--- config.mk ---
export PLATFORM = sky130hd
export DESIGN_NAME = eff_addr_gen
export DESIGN_NICKNAME = d
export VERILOG_FILES = /design/src/rtl/eag_pkg.sv /design/src/rtl/eag_scaler.sv /design/src/rtl/eag_calc.sv /design/src/rtl/eag_ptr_fsm.sv /design/src/rtl/eff_addr_gen.sv
export SDC_FILE = /design/constraint.sdc
export NUM_CORES = 1
export LEC_CHECK = 0
export ABC_AREA = 1
export BUFFER_PORTS_ARGS = -buffer_cell sky130_fd_sc_hd__buf_2
export CAP_MARGIN = 5
export CORE_ASPECT_RATIO = 1.2
export CORE_MARGIN = 2
export CORE_UTILIZATION = 35
export DETAILED_ROUTE_END_ITERATION = 8
export GPL_ROUTABILITY_DRIVEN = 0
export GPL_TIMING_DRIVEN = 1
export PLACE_DENSITY = 0.66
export SLEW_MARGIN = 15
export SYNTH_ARGS = -nofsm -noshare
export SYNTH_HDL_FRONTEND = slang
export SYNTH_SLANG_ARGS = --single-unit
--- constraint.sdc ---
create_clock -name clk -period 1.9 [get_ports clk]
set_clock_uncertainty 0.05 [all_clocks]
set_input_delay 0.475 -clock clk [delete_from_list [all_inputs] [get_ports clk]]
set_output_delay 0.475 -clock clk [all_outputs]
set_load 0.01 [all_outputs]
--- src/rtl/eag_pkg.sv ---
package eag_pkg;
   localparam logic [3:0] MD_REG   = 4'd0;
   localparam logic [3:0] MD_IMM   = 4'd1;
   localparam logic [3:0] MD_DISP  = 4'd2;
   localparam logic [3:0] MD_DEFER = 4'd3;
   localparam logic [3:0] MD_INDEX = 4'd4;
   localparam logic [3:0] MD_ABS   = 4'd5;
   localparam logic [3:0] MD_MIND  = 4'd6;
   localparam logic [3:0] MD_AINC  = 4'd7;
   localparam logic [3:0] MD_ADEC  = 4'd8;
   localparam logic [3:0] MD_SCALE = 4'd9;

   localparam logic [1:0] KIND_ADDR = 2'd0;
   localparam logic [1:0] KIND_IMM  = 2'd1;
   localparam logic [1:0] KIND_REG  = 2'd2;

   typedef enum logic {PS_IDLE, PS_WAIT} ptr_state_e;
endpackage

--- src/rtl/eag_scaler.sv ---
module eag_scaler #(
   parameter int AW   = 32,
   parameter int IMPL = 0
) (
   input  logic [AW-1:0] val,
   input  logic [1:0]    sz,
   output logic [AW-1:0] scaled
);
   initial begin
      assert (AW >= 4) else $error("eag_scaler: AW must be at least 4");
      assert (IMPL == 0 || IMPL == 1) else $error("eag_scaler: IMPL must be 0 or 1");
   end

   generate
      if (IMPL == 0) begin : g_shift
         assign scaled = val << sz;
      end else begin : g_mux
         always_comb begin
            case (sz)
               2'd0:    scaled = val;
               2'd1:    scaled = {val[AW-2:0], 1'b0};
               2'd2:    scaled = {val[AW-3:0], 2'b00};
               default: scaled = {val[AW-4:0], 3'b000};
            endcase
         end
      end
   endgenerate
endmodule

--- src/rtl/eag_calc.sv ---
module eag_calc
   import eag_pkg::*;
#(
   parameter int AW         = 32,
   parameter int SCALE_IMPL = 0
) (
   input  logic [3:0]    mode,
   input  logic [AW-1:0] base,
   input  logic [AW-1:0] index,
   input  logic [AW-1:0] kval,
   input  logic [1:0]    sz,
   output logic [AW-1:0] value,
   output logic [1:0]    kind,
   output logic          err,
   output logic          wb_en,
   output logic [AW-1:0] wb_value,
   output logic          indirect
);
   localparam logic [AW-1:0] ONE = {{(AW-1){1'b0}}, 1'b1};

   logic [AW-1:0] step;
   logic [AW-1:0] idx_scaled;
   logic [AW-1:0] base_dec;

   assign step     = ONE << sz;
   assign base_dec = base - step;

   eag_scaler #(.AW(AW), .IMPL(SCALE_IMPL)) u_scaler (
      .val    (index),
      .sz     (sz),
      .scaled (idx_scaled)
   );

   always_comb begin
      value    = '0;
      kind     = KIND_ADDR;
      err      = 1'b0;
      wb_en    = 1'b0;
      wb_value = '0;
      indirect = 1'b0;
      case (mode)
         MD_REG:   begin value = base; kind = KIND_REG; end
         MD_IMM:   begin value = kval; kind = KIND_IMM; end
         MD_DISP:  value = kval + base;
         MD_DEFER: value = base;
         MD_INDEX: value = base + index;
         MD_ABS:   value = kval;
         MD_MIND:  begin value = base; indirect = 1'b1; end
         MD_AINC:  begin value = base; wb_en = 1'b1; wb_value = base + step; end
         MD_ADEC:  begin value = base_dec; wb_en = 1'b1; wb_value = base_dec; end
         MD_SCALE: value = kval + base + idx_scaled;
         default:  err = 1'b1;
      endcase
   end
endmodule

--- src/rtl/eag_ptr_fsm.sv ---
module eag_ptr_fsm
   import eag_pkg::*;
#(
   parameter int AW = 32
) (
   input  logic          clk,
   input  logic          rst_n,
   input  logic          start,
   input  logic [AW-1:0] ptr_addr,
   input  logic          mem_ack,
   output logic          busy,
   output logic          mem_req,
   output logic [AW-1:0] mem_addr,
   output logic          done
);
   ptr_state_e    state_q;
   logic [AW-1:0] addr_q;

   always_ff @(posedge clk or negedge rst_n) begin
      if (!rst_n) begin
         state_q <= PS_IDLE;
         addr_q  <= '0;
      end else begin
         case (state_q)
            PS_IDLE: if (start) begin
               state_q <= PS_WAIT;
               addr_q  <= ptr_addr;
            end
            default: if (mem_ack) state_q <= PS_IDLE;
         endcase
      end
   end

   assign busy     = (state_q == PS_WAIT);
   assign mem_req  = busy;
   assign mem_addr = addr_q;
   assign done     = busy && mem_ack;


   ptr_hold_chk: assert property (@(posedge clk) disable iff (!rst_n)
      (mem_req && !mem_ack) |=> (mem_req && $stable(mem_addr)));


   ptr_launch_chk: assert property (@(posedge clk) disable iff (!rst_n)
      (start && !busy) |=> (mem_req && mem_addr == $past(ptr_addr)));
endmodule

--- src/rtl/eff_addr_gen.sv ---
module eff_addr_gen
   import eag_pkg::*;
#(
   parameter int AW         = 32,
   parameter int SCALE_IMPL = 0
) (
   input  logic          clk,
   input  logic          rst_n,
   input  logic          req_valid,
   output logic          req_ready,
   input  logic [3:0]    req_mode,
   input  logic [AW-1:0] req_base,
   input  logic [AW-1:0] req_index,
   input  logic [AW-1:0] req_const,
   input  logic [1:0]    req_size,
   output logic          res_valid,
   output logic [1:0]    res_kind,
   output logic [AW-1:0] res_value,
   output logic          res_err,
   output logic          wb_en,
   output logic [AW-1:0] wb_value,
   output logic          mem_req,
   output logic [AW-1:0] mem_addr,
   input  logic          mem_ack,
   input  logic [AW-1:0] mem_rdata
);
   localparam logic [AW-1:0] ONE = {{(AW-1){1'b0}}, 1'b1};

   initial begin
      assert (AW >= 8) else $error("eff_addr_gen: AW must be at least 8");
   end

   logic          accept;
   logic          busy;
   logic          ptr_done;
   logic [AW-1:0] c_value;
   logic [1:0]    c_kind;
   logic          c_err;
   logic          c_wb_en;
   logic [AW-1:0] c_wb_value;
   logic          c_indirect;

   assign req_ready = !busy;
   assign accept    = req_valid && req_ready;

   eag_calc #(.AW(AW), .SCALE_IMPL(SCALE_IMPL)) u_calc (
      .mode     (req_mode),
      .base     (req_base),
      .index    (req_index),
      .kval     (req_const),
      .sz       (req_size),
      .value    (c_value),
      .kind     (c_kind),
      .err      (c_err),
      .wb_en    (c_wb_en),
      .wb_value (c_wb_value),
      .indirect (c_indirect)
   );

   eag_ptr_fsm #(.AW(AW)) u_ptr (
      .clk      (clk),
      .rst_n    (rst_n),
      .start    (accept && c_indirect),
      .ptr_addr (req_base),
      .mem_ack  (mem_ack),
      .busy     (busy),
      .mem_req  (mem_req),
      .mem_addr (mem_addr),
      .done     (ptr_done)
   );

   always_ff @(posedge clk or negedge rst_n) begin
      if (!rst_n) begin
         res_valid <= 1'b0;
         res_kind  <= KIND_ADDR;
         res_value <= '0;
         res_err   <= 1'b0;
         wb_en     <= 1'b0;
         wb_value  <= '0;
      end else begin
         res_valid <= ptr_done || (accept && !c_indirect);
         res_err   <= accept && c_err;
         wb_en     <= accept && c_wb_en;
         if (ptr_done) begin
            res_kind  <= KIND_ADDR;
            res_value <= mem_rdata;
         end else if (accept && !c_indirect) begin
            res_kind  <= c_kind;
            res_value <= c_value;
            wb_value  <= c_wb_value;
         end
      end
   end


   wb_gate_chk: assert property (@(posedge clk) disable iff (!rst_n)
      wb_en |-> (res_valid && !res_err));


   err_quiet_chk: assert property (@(posedge clk) disable iff (!rst_n)
      res_err |-> (res_valid && !wb_en && res_value == '0));


   ptr_busy_chk: assert property (@(posedge clk) disable iff (!rst_n)
      mem_req |-> !req_ready);


   ptr_return_chk: assert property (@(posedge clk) disable iff (!rst_n)
      (mem_req && mem_ack) |=> (res_valid && res_kind == KIND_ADDR && res_value == $past(mem_rdata)));


   post_inc_chk: assert property (@(posedge clk) disable iff (!rst_n)
      (accept && req_mode == MD_AINC) |=> (wb_en && wb_value - res_value == (ONE << $past(req_size))));


   pre_dec_chk: assert property (@(posedge clk) disable iff (!rst_n)
      (accept && req_mode == MD_ADEC) |=> (wb_en && wb_value == res_value));
endmodule

==> key figures <==
Run status
  – Status: finished, violations left
  – Failing checks: setup timing

Hold path
  – Worst Hold Class: in -> reg
  – Worst Min Path Start: mem_rdata[16]
  – Hold path depth: 3
  – Hold EP: res_value[16]

Cells and area
  – Area growth, synth to finish: 74.0%
  – Fin area: 0.0233 mm^2
  – Multi-input gate area: 0.0118 mm^2
  – Ratio of cells with drive above 1 in the final layout: 46.4%
  – Nets: 3364
  – Util after Layout: 61.7%
  – Layout filler cell count: 3067
  – Sequential Area: 0.00255 mm^2

CTS
  – CTS Buffer Depth: 2
  – Worst skew pair latency: 0.37 ns
  – CTS Sinks: 102
  – Max H-tree Level: 3
  – CTS tree: yes
  – CTS root buf: clkbuf_16
  – Inserted Clock Buffers: 9
  – CTS clock-pin slew for the worst setup and hold paths: 0.07 ns

Setup path
  – Req. time, crit path: 2.13 ns
  – Crit-path max FO: 4
  – CP most frequent cell: nand2_1
  – Worst R2R End: wb_value[13]
  – Worst stage delay on the critical path: 0.33 ns
  – Worst reg2reg setup slack: 0.07 ns
  – CP Class: in -> reg
  – Arrival time of the worst setup path: 3.66 ns
  – Worst flop-to-flop path startpoint: u_ptr.busy
  – Crit. End Element: flip-flop
  – Type of element launching the critical path: input pin
  – Reg2Reg Depth: 6
  – Worst path cell trace: buf_2 -> ha_4 -> buf_4 -> nand2_4 -> inv_1 -> a21oi_2 -> nand2_4 -> a21oi_2 -> xnor2_2 -> ha_4 -> nand2_2 -> nor2_2 -> nand4_1 -> o21ai_2 -> nand4_1 -> nand2_2 -> nand3_2 -> nand2_1 -> nand2_1 -> nand3_1 -> nand2_1 -> nand2_1 -> nand2_1
  – CP max-delay cell: ha_4

Synthesis
  – Main flop type after synthesis: dfrtp_1
  – Cells after Synth: 2227
  – Syn. warnings: 0
  – Number of synthesized flops with an enable pin: 0
  – Post-synth top cells: nand2_1 (594), inv_1 (294), nor2_1 (218), nand3_1 (168), a21oi_1 (164)
  – Sequential area share after synthesis: 19.1%
  – Synth area leader: dfrtp_1
  – Top post-synthesis cells by area: dfrtp_1 (19%), nand2_1 (17%), ha_1 (9.6%)
  – Syn nets: 2473
  – Cell area after synthesis: 0.0134 mm^2
  – Yosys top cell area share: 19.1%
  – Netlist cell types: 63
  – Asr flop ratio synth: 100%
  – Most frequent cell after synthesis: nand2_1
  – Mean area per synthesized cell: 6.01 um^2
  – #FFs+latches synth: 102

Route
  – Post-detailed-route count of antenna-violating nets: 0
  – Residual DRC: 0
  – Via count: 20.3k
  – Routed wire per std cell: 19.4 um
  – Total wire length: 70000 um
  – Via density: 5.65
  – Drt pass-1 iters: 8
  – Drt initial violations: 2107

Die
  – Die Y: 218 um
  – Die area: 0.0399 mm^2
  – # rows: 78
  – Die width: 183 um
  – CORE AREA: 0.0378 mm^2
  – Initial core utilization: 35.5%
  – Io pins: 241

Timing
  – Hold Vio Cnt, Final: 0
  – Fmax: 291 MHz
  – Hold slack final: 0.257 ns
  – Setup violators final: 61
  – RSZ-0062 raised after global routing: yes
  – Final min period: 3.43 ns
  – Setup WS post-layout: -1.53 ns
  – Worst slew pin tran: 0.631 ns
  – Max_slew headroom: 57.9%
  – Period utilization: 181%
  – Max-slew violation count: 0

Global routing
  – Grt ovf: 0
  – Initial antenna violation count: 1
  – First-pass GRT wire length: 101000 um
  – Largest net degree at the start of global routing: 60
  – Number of global-route vias before repair: 19.6k
  – Total Routing Usage GR: 32.5%

Place
  – Post-detail-place hpwl: 51900 um
  – Post-DP Area: 0.0200 mm^2
  – Port Buffers: 240

Power
  – Pwr per Cell Area: 599 mW/mm^2
  – IR drop worst, VDD: 0.000429 V
  – Static Leakage: 11.9 nW

Job
  – Max-cap check violation count: 0
[sequential cells by signal (all words and copies together) (netlist names)]
name,flops
res_err,1
res_kind,2
res_valid,1
res_value,32
u_ptr.busy,1
u_ptr.mem_addr,32
wb_en,1
wb_value,32
[kinds of logic after synthesis]
kind of cell,count (synthesis),synth area share [%]
DFF,102,19.1
buffers and inverters,365,10.7
muxes,6,0.486
AOI/OAI and AO/OA,476,20.3
and+or+nand+nor,1133,36.7
adders and majority gates,108,10.4
xor gates and xnor gates,37,2.42
[power by group]
part / total [mW] / internal [mW] / switching [mW]
Combinational: 9.16 / 4.20 / 4.96
Clock: 2.09 / 1.19 / 0.906
Sequential: 2.70 / 2.52 / 0.186
[cell usage in the layout (no fill, tap or decap), drive strengths merged, types with 47 or more instances in the layout]
cell type | Yosys | final
o21ai | 177 | 177
inv | 301 | 302
nand2 | 622 | 622
dfrtp | 102 | 102
buf | 15 | 940
nand3 | 176 | 176
a21oi | 168 | 168
ha | 103 | 103
nor2 | 236 | 236
a31oi | 47 | 47
[cell type report]
type	instances	area share, %
diodes	1	0.0107
clock buffers	10	1.03
clock inverters	6	0.360
inverters	302	4.96
multi-input cells	1760	50.6
flip-flops and latches	102	11.0
well taps	480	2.58
repair buffers	943	29.5
[worst max path at each step]
stage,start,to,slack [ns],cells past startpoint
final,req_base[7],res_value[28],-1.53,23
after global routing,req_base[7],res_value[30],-1.69,25
after CTS,req_const[4],res_value[29],-1.34,26
after detailed placement,req_const[4],res_value[29],-2.22,27
after global placement,req_const[4],res_value[29],-2.17,27
after floorplan,req_base[0],res_value[31],-1.35,25
[repair_timing]
item,4_1_cts,5_1_grt
setup buffers,81,39
hold endpoints to repair,19,0
setup endpoints to repair,61,62
cloned,0,0
resized for setup,344,197
pin swaps,147,123
hold buffers,1,0
[worst max-delay path: cells and delay by family]
| kind | cells | cell delay, ns |
|---|---|---|
| and+or+nand+nor | 14 | 1.50 |
| adders and majority gates | 2 | 0.59 |
| AOI/OAI and AO/OA | 3 | 0.59 |
| buffers and inverters | 3 | 0.37 |
| xor gates and xnor gates | 1 | 0.13 |
[per-stage QoR]
step	TNS, ns	setup slack (ns)	instances	power, mW
floorplan	-55.68	-1.35	2227	6.31
global placement	-89.68	-2.17	3490	9.64
detailed placement	-92.82	-2.22	3490	9.79
CTS	-53.69	-1.34	3583	12.9
global route	-69.56	-1.69	3604	14.6
finish	-63.01	-1.53	3604	14.0
[metal layers]
| metal | vias to the layer above | track usage, % | wire [um] |
|---|---|---|---|
| met4 | 0 | 26.0 | 6580 |
| met3 | 412 | 3.82 | 5760 |
| met5 | - | 0 | 0 |
| met2 | 1271 | 53.3 | 31600 |
| met1 | 9467 | 38.4 | 26000 |
| li1 | 9196 | - | - |
Note: power is estimated with default switching activity, not from simulation.
